$ cat src/rtl/scard_uart.sv
module scard_uart #(
  parameter int DW   = 8,
  parameter int OVS  = 16,
  parameter int DIVW = 8
)(
  input  logic            clk,
  input  logic            rst_n,
  input  logic            cfg_inverse,
  input  logic [1:0]      clk_sel,
  input  logic [DIVW-1:0] baud_div,
  input  logic            tx_en,
  input  logic            rx_en,
  input  logic            err_sig_en,
  input  logic            tx_wr,
  input  logic [DW-1:0]   tx_data,
  output logic            tx_empty,
  output logic            tx_done,
  output logic            tx_nack,
  input  logic            rx_rd,
  output logic [DW-1:0]   rx_data,
  output logic            rx_ready,
  output logic            rx_int,
  input  logic            err_clr,
  output logic            err_overrun,
  output logic            err_frame,
  output logic            err_parity,
  output logic            err_sum,
  input  logic            rxd,
  output logic            txd
);
  localparam int FB = DW + 3;
  localparam int SW = $clog2(OVS);
  localparam int IW = $clog2(FB);
  localparam int TW = DIVW + 6;
  localparam logic [SW-1:0] VA    = SW'(OVS/2 - 1);
  localparam logic [SW-1:0] VB    = SW'(OVS/2);
  localparam logic [SW-1:0] VC    = SW'(OVS/2 + 1);
  localparam logic [SW-1:0] SLAST = SW'(OVS - 1);
  localparam logic [IW-1:0] ILAST = IW'(FB - 1);

  logic [TW-1:0] tcnt, tlim;
  logic          tick;

  always_comb begin
    case (clk_sel)
      2'd0:    tlim = TW'(baud_div);
      2'd1:    tlim = (TW'(baud_div) << 3) + TW'(7);
      default: tlim = (TW'(baud_div) << 5) + TW'(31);
    endcase
  end

  assign tick = (tcnt >= tlim);

  always_ff @(posedge clk or negedge rst_n)
    if (!rst_n) tcnt <= '0;
    else        tcnt <= tick ? '0 : tcnt + 1'b1;

  logic [1:0] rsy;
  logic       rs;
  always_ff @(posedge clk or negedge rst_n)
    if (!rst_n) rsy <= 2'b11;
    else        rsy <= {rsy[0], rxd};
  assign rs = rsy[1];

  function automatic logic [FB-1:0] mk_frame(input logic [DW-1:0] d, input logic inv);
    logic [FB-1:0] f;
    logic          p;
    f[0] = 1'b0;
    for (int i = 0; i < DW; i++) f[i+1] = inv ? ~d[DW-1-i] : d[i];
    p = (^d) ^ inv;
    f[DW+1] = inv ? ~p : p;
    f[FB-1] = 1'b1;
    return f;
  endfunction

  logic [DW-1:0] tbuf;
  logic          tfull, tbusy, tstart;
  logic [FB-1:0] tsh;
  logic [SW-1:0] tsub;
  logic [IW-1:0] tidx;

  assign tstart   = tick && !tbusy && tx_en && tfull;
  assign tx_empty = ~tfull;

  always_ff @(posedge clk or negedge rst_n) begin
    if (!rst_n) begin
      tbuf <= '0; tfull <= 1'b0; tbusy <= 1'b0; tsh <= '1;
      tsub <= '0; tidx <= '0; tx_done <= 1'b0; tx_nack <= 1'b0;
    end else begin
      tx_done <= 1'b0;
      if (tx_wr && !tfull) begin
        tbuf  <= tx_data;
        tfull <= 1'b1;
      end
      if (tstart) begin
        tfull <= 1'b0;
        tbusy <= 1'b1;
        tsh   <= mk_frame(tbuf, cfg_inverse);
        tsub  <= '0;
        tidx  <= '0;
      end else if (tbusy && tick) begin
        if (tsub == SLAST) begin
          tsub <= '0;
          if (tidx == ILAST) begin
            tbusy   <= 1'b0;
            tx_done <= 1'b1;
            tx_nack <= ~rs;
          end else begin
            tidx <= tidx + 1'b1;
            tsh  <= {1'b1, tsh[FB-1:1]};
          end
        end else begin
          tsub <= tsub + 1'b1;
        end
      end
    end
  end

  logic          rbusy;
  logic [SW-1:0] rsub;
  logic [IW-1:0] ridx;
  logic [1:0]    rv;
  logic [DW:0]   rsh;
  logic [DW-1:0] rdat;
  logic          rpar, rbad, rmaj;
  logic [SW:0]   ncnt;

  assign rmaj = (rv[0] & rv[1]) | (rs & (rv[0] | rv[1]));

  always_comb begin
    for (int i = 0; i < DW; i++) rdat[i] = cfg_inverse ? ~rsh[DW-1-i] : rsh[i];
    rpar = cfg_inverse ? ~rsh[DW] : rsh[DW];
    rbad = ((^rdat) ^ rpar) != cfg_inverse;
  end

  always_ff @(posedge clk or negedge rst_n) begin
    if (!rst_n) begin
      rbusy <= 1'b0; rsub <= '0; ridx <= '0; rv <= 2'b11; rsh <= '0;
      ncnt <= '0; rx_data <= '0; rx_ready <= 1'b0; rx_int <= 1'b0;
      err_overrun <= 1'b0; err_frame <= 1'b0; err_parity <= 1'b0;
    end else begin
      rx_int <= 1'b0;
      if (tick && ncnt != '0) ncnt <= ncnt - 1'b1;
      if (rx_rd) rx_ready <= 1'b0;
      if (err_clr) begin
        err_overrun <= 1'b0; err_frame <= 1'b0; err_parity <= 1'b0;
      end
      if (!rbusy) begin
        if (tick && rx_en && !rs) begin
          rbusy <= 1'b1;
          rsub  <= SW'(1);
          ridx  <= '0;
        end
      end else if (tick) begin
        if (rsub == VA) rv[0] <= rs;
        if (rsub == VB) rv[1] <= rs;
        if (rsub == SLAST) begin
          rsub <= '0;
          ridx <= ridx + 1'b1;
        end else begin
          rsub <= rsub + 1'b1;
        end
        if (rsub == VC) begin
          if (ridx == '0) begin
            if (rmaj) rbusy <= 1'b0;
          end else if (ridx == ILAST) begin
            rbusy   <= 1'b0;
            rx_data <= rdat;
            if (rx_ready && !rx_rd) err_overrun <= 1'b1;
            else begin
              rx_ready <= 1'b1;
              rx_int   <= 1'b1;
            end
            if (rbad) begin
              err_parity <= 1'b1;
              if (err_sig_en) ncnt <= (SW+1)'(OVS);
            end
            if (!rmaj) err_frame <= 1'b1;
          end else begin
            rsh <= {rmaj, rsh[DW:1]};
          end
        end
      end
    end
  end

  assign err_sum = err_overrun | err_frame | err_parity;
  assign txd     = (tbusy ? tsh[0] : 1'b1) & (ncnt == '0);
endmodule

$ cat config.mk
export PLATFORM = sky130hd
export DESIGN_NAME = scard_uart
export DESIGN_NICKNAME = d
export VERILOG_FILES = /design/src/rtl/scard_uart.sv
export SDC_FILE = /design/constraint.sdc
export NUM_CORES = 1
export LEC_CHECK = 0
export CORE_UTILIZATION = 62
export DETAILED_ROUTE_END_ITERATION = 12
export DONT_BUFFER_PORTS = 1
export MAX_ROUTING_LAYER = met4
export PLACE_DENSITY_LB_ADDON = 0.25
export SYNTH_ARGS = -nofsm -noshare
export SYNTH_HDL_FRONTEND = slang
export SYNTH_SLANG_ARGS = --single-unit
export TNS_END_PERCENT = 5
$ cat constraint.sdc
create_clock -name clk -period 7.75 [get_ports clk]
set_clock_uncertainty 0.1 [all_clocks]
set_input_delay 1.1625 -clock clk [delete_from_list [all_inputs] [get_ports clk]]
set_output_delay 1.1625 -clock clk [all_outputs]
set_load 0.01 [all_outputs]
After elaboration in Yosys (flattened, before gate mapping)
Index checks and enable logic that the tools add are counted.
Widths: inputs -> output; s select.
- register bits: 85
- input port bits: 28
- output and inout port bits: 18
- logic and storage cells: 208
- add/subtract/negate cells: 8
- order comparisons: 1
- equal/unequal tests: 12
- muxes and demuxes: 99
- bitwise operators: 32
- reduce and logical (&&, ||, !) cells: 33
- operator list (kind ; number):
    $mux 1 ; 70
    $mux 4 ; 15
    $mux 11 ; 4
    $mux 5 ; 8
    $pmux 14 s2 ; 1
    $eq 4x4->1 const B ; 6
    $not 1->1 ; 23
    $add 4x1->4 const B ; 4
    $reduce_xor 8->1 ; 2
    $reduce_and 3->1 ; 5
    $add 13x5->14 const B ; 1
    $add 14x1->14 const B ; 1
    $ge 14x14->1 ; 1
    $mux 14 ; 1
    $add 11x3->12 const B ; 1
    $reduce_and 5->1 ; 2
    $reduce_bool 2->1 ; 5
    $logic_and 1x1->1 ; 9
    $logic_not 5->1 ; 1
    $reduce_bool 5->1 ; 1
    $sub 5x1->5 const B ; 1
    $eq 4x3->1 const B ; 1
    $logic_not 1->1 ; 4
    $logic_not 4->1 ; 1
    other kinds (10) ; 17

Longest topological paths before layout
- depth in word-level cells: 12
- mapped depth: 13
- gate-level depth less buffers: 10

Least setup slack after synthesis
Ideal clock, no wire load.
- path kind: input to register
- from: input port clk_sel[1]
- to: register rsh[0]
- setup time: 125 ps
- data arrival time: 3665 ps
- required time: 7525 ps
- path slack: 3860 ps
- stages on the path: 12
- cell sequence: clkbuf_1 clkbuf_1 a21oi_1 ha_1 nand4_1 o21ai_0 a2111oi_4 and2_1 buf_4 nor4b_2 buf_6 mux2_4
- longest elaborated chain between the ends: 4
- elaborated cells on any way between the ends: 5
- RTL lines (element ; RTL line ; source):
    from (decl) ; 9 ; input logic [1:0] clk_sel,
    $eq 2x1->1 or $logic_not 2->1 (tied branches) ; 45 ; case (clk_sel)
    $pmux 14 s2 (*) ; 45 ;
    $ge 14x14->1 (*) ; 52 ; assign tick = (tcnt >= tlim);
    $reduce_and 5->1 (no line) (*) ; - ;
    to (signal assigned) ; 180 ; rsh <= {rmaj, rsh[DW:1]};
    to (decl) ; 123 ; logic [DW:0] rsh;
Mark *: on every way between the ends. The rest lies on a longest branch, timed or not.
A chain may end at the register's enable or synchronous reset.

Final worst setup path
- from: input port baud_div[3]
- to: register tsh[8]
- longest elaborated chain between the ends: 8
- elaborated cells on any way between the ends: 13
- RTL lines (element ; RTL line ; source):
    from (decl) ; 10 ; input logic [DIVW-1:0] baud_div,
    $add 13x5->14 or $add 11x3->12 (tied branches) ; 48, 47 ;
    $pmux 14 s2 (*) ; 45 ;
    $ge 14x14->1 (*) ; 52 ;
    $logic_and 1x1->1 (3 in a row) ; 82 ; assign tstart = tick && !tbusy && tx_en && tfull;
    $ne 2x2->1 (no line) or $reduce_bool 2->1 (tied branches) ; - ;
    $reduce_and 3->1 (no line) ; - ;
    to (signal assigned) ; 98 ; tsh <= mk_frame(tbuf, cfg_inverse);
    to (signal assigned) ; 110 ; tsh <= {1'b1, tsh[FB-1:1]};
    to (decl) ; 78 ; logic [FB-1:0] tsh;
Marks and branches as above.

==> results.cfg <==
[power_and_ir_drop]
power_density_nw_per_um2 = 254
ir_drop_uv = 234
leakage_nw = 2.20

[floorplan]
core.rowCount = 31
die_area_um2 = 7820
die_w_um = 88.4
die_h_um = 88.4
start_util_pct = 63.8
top_level_ports = 46
coreArea_um2 = 7250

[timing]
worst_slack_ns = 4.15
setup_viol = 0
maxSlewViolCount = 0
fmax_mhz = 278
finalCritPeriodShare_pct = 46.4
hold_viol_final = 0
rsz0062_at_grt = no
relSlewSlack_pct = 42.8
fin_setup_tns_ns = 0
worstMarginPinSlew_ns = 0.856
fin_crit_ns = 3.60

[global_routing]
track_usage_pct = 24.2
grt_pass1_wl_mm = 14.2
grt.overflow.total = 0
antenna_found_initial = 0
grt_pass1_vias = 3159
grt_max_degree = 85

[critical_path]
r2r_start = tcnt[5]
path_buf_inv = 1
slowest_stage = a2111oi_4
required_ns = 7.91
max_stage_delay_ns = 0.44
crit_path_start = baud_div[3]
worst-setup-path-type = primary input to flip-flop
worstPathArrival_ns = 3.76
crit_family = compound AO/OA/AOI/OAI gates
critPathLaunchType = primary input
endpoint_kind = flip-flop
crit_fanout = 23
path_cells = nor2b_1 -> a211oi_1 -> ha_1 -> nand4_1 -> o21ai_0 -> a2111oi_4 -> nand2_1 -> buf_4 -> o21ai_1 -> o2bb2ai_1

[layout]
fillers = 574
final_common_cell = dfrtp_1
nets = 503
layout-drive-gt1-share_pct = 11.6
utilization_pct = 67.8
diodes = 0
layout_common_cells = 70 x dfrtp_1, 36 x o21ai_0, 33 x nand2_1
fin_cells = 555
syn_to_final_growth_pct = 6.21

[route]
drt-wirelength-per-cell_um = 15.3
drcViolationCount = 0
via_count = 3278
dr.pass1.iters = 4
drt_iter0_markers = 137
ant_nets = 0
via_per_inst = 5.91
wirelength_mm = 8.49

[synthesis]
synthCells = 456
synth_cell_types = 53
synth_top_area_cell = dfrtp_1
ys_seq_area_share_pct = 45.8
async_flop_share_pct = 100
avgSynthCellArea_um2 = 10.2
synth_top_flop_cell = dfrtp_1
yosys-top-cells-area = dfrtp_1 38%, dfstp_2 7.9%, ha_1 6.5%, mux2i_1 3.9%, o21ai_0 3.9%
syn_area_um2 = 4630
synth_nets = 508
synth_seq_cells = 84
yosysWarnings = 0
synth_edf_count = 0
synth_top_area_share_pct = 37.8

[clock_network]
cts.repair.resized = 0
hold_buffers = 0
cts_tree = built
cts_buffers = 9
htree_levels = 3
clk_latency_ns = 0.34
clk_transition_reported_paths_ns = 0.08
cts_max_path_buffers = 2
cts_setup_buffers = 0
clock-sinks = 84
root_buffer = clkbuf_8

[placed_design]
port_buffers = 0
hpwlAfterDp_mm = 6.03
place_inst = 539
gp_congestion = 0.862
pre_cts_ws_ns = 3.80

[run]
maxCapViolCount = 0

[worst_hold_path]
min_path_type = flip-flop to flip-flop
hold_start = rsy[0]

[outcome]
status = finished, final reports clean
[final cells by class]
cell class,instances,area [um^2],share of cell area (%)
Multi-Input combinational cell,324,2310,47.0
Sequential cell,84,2120,43.1
Clock buffer,12,155,3.15
Tap cell,99,124,2.52
Inverter,28,105,2.14
Clock inverter,4,72.6,1.48
Timing Repair Buffer,4,30.0,0.611
[through the flow]
step	power, mW	instance area (um^2)	hold WS [ns]
after floorplan	0.840	4630	0.245
after global placement	0.891	4690	0.248
after detailed placement	0.903	4690	0.249
after CTS	1.26	4920	0.258
after global routing	1.32	4920	0.264
final	1.25	4920	0.263
[synthesized netlist by cell type (all sizes together), types with 3 or more instances]
master and instances:
a2bb2oi 3, o21ai 37, nor2b 8, xor2 14, nand4 7, ha 24, nor2 29, buf 10
mux2 15, inv 28, a21o 5, mux2i 18, a21oi 25, nor3 4, nand2b 7, nand2 33
o31ai 5, dfrtp 70, nand3 13, xnor2 13, o2bb2ai 6, a32o 3, clkbuf 10, nor3b 4
and3 4, nand3b 3, or3 5, a22oi 8, o22ai 7, a211oi 3, dfstp 14
[logic make-up after synthesis]
kind of cell | share of synthesized area, %
xor gates and xnor gates | 5.11
muxes | 8.11
DFF | 45.8
and+or+nand+nor | 14.1
adders and majority gates | 6.70
buffers and inverters | 4.30
AOI/OAI and AO/OA | 15.9
[report_power, final]
part	internal (mW)	total (mW)	switching, mW
clock	0.199	0.353	0.154
sequential	0.529	0.608	0.0784
combinational	0.147	0.290	0.142
[worst reg2reg max path: cells and delay by family, from the launching register on]
family,cells,cell delay (ns)
compound gates,4,1.12
simple gates,2,0.53
flops,1,0.43
fa+ha+maj,1,0.34
buf+inv,1,0.35
[worst paths after layout]
| path | endpoint | slack [ns] | cells past startpoint |
|---|---|---|---|
| max | tsh[8] | 4.15 | 10 |
| min | rsy[1] | 0.26 | 0 |
| max reg2reg | rsub[2] | 4.77 | 8 |
| min reg2reg | rsy[1] | 0.26 | 0 |
| max in group asynchronous | tsh[5] | 6.94 | 0 |
| min in group asynchronous | rsub[1] | 0.40 | 0 |
[routing by layer]
layer  GRT usage [%]  vias up  routed length [um]  part of all wire, %
li1                -     1616                   -                    -
met1            31.1     1610                4060                   48
met2            39.8       44                4130                   49
met3            4.57        8                 240                  2.8
met4            6.16        0                  69                 0.81
met5               -        -                   0                    0
[state kept, by name, summed over array words and instances (netlist names), 2 cells and up]
| register | cells |
|---|---|
| ncnt | 5 |
| ridx | 4 |
| rsh | 9 |
| rsub | 4 |
| rsy | 2 |
| rv | 2 |
| rx_data | 8 |
| tbuf | 8 |
| tcnt | 14 |
| tidx | 4 |
| tsh | 10 |
| tsub | 4 |
Note: power is estimated with default switching activity, not from simulation.
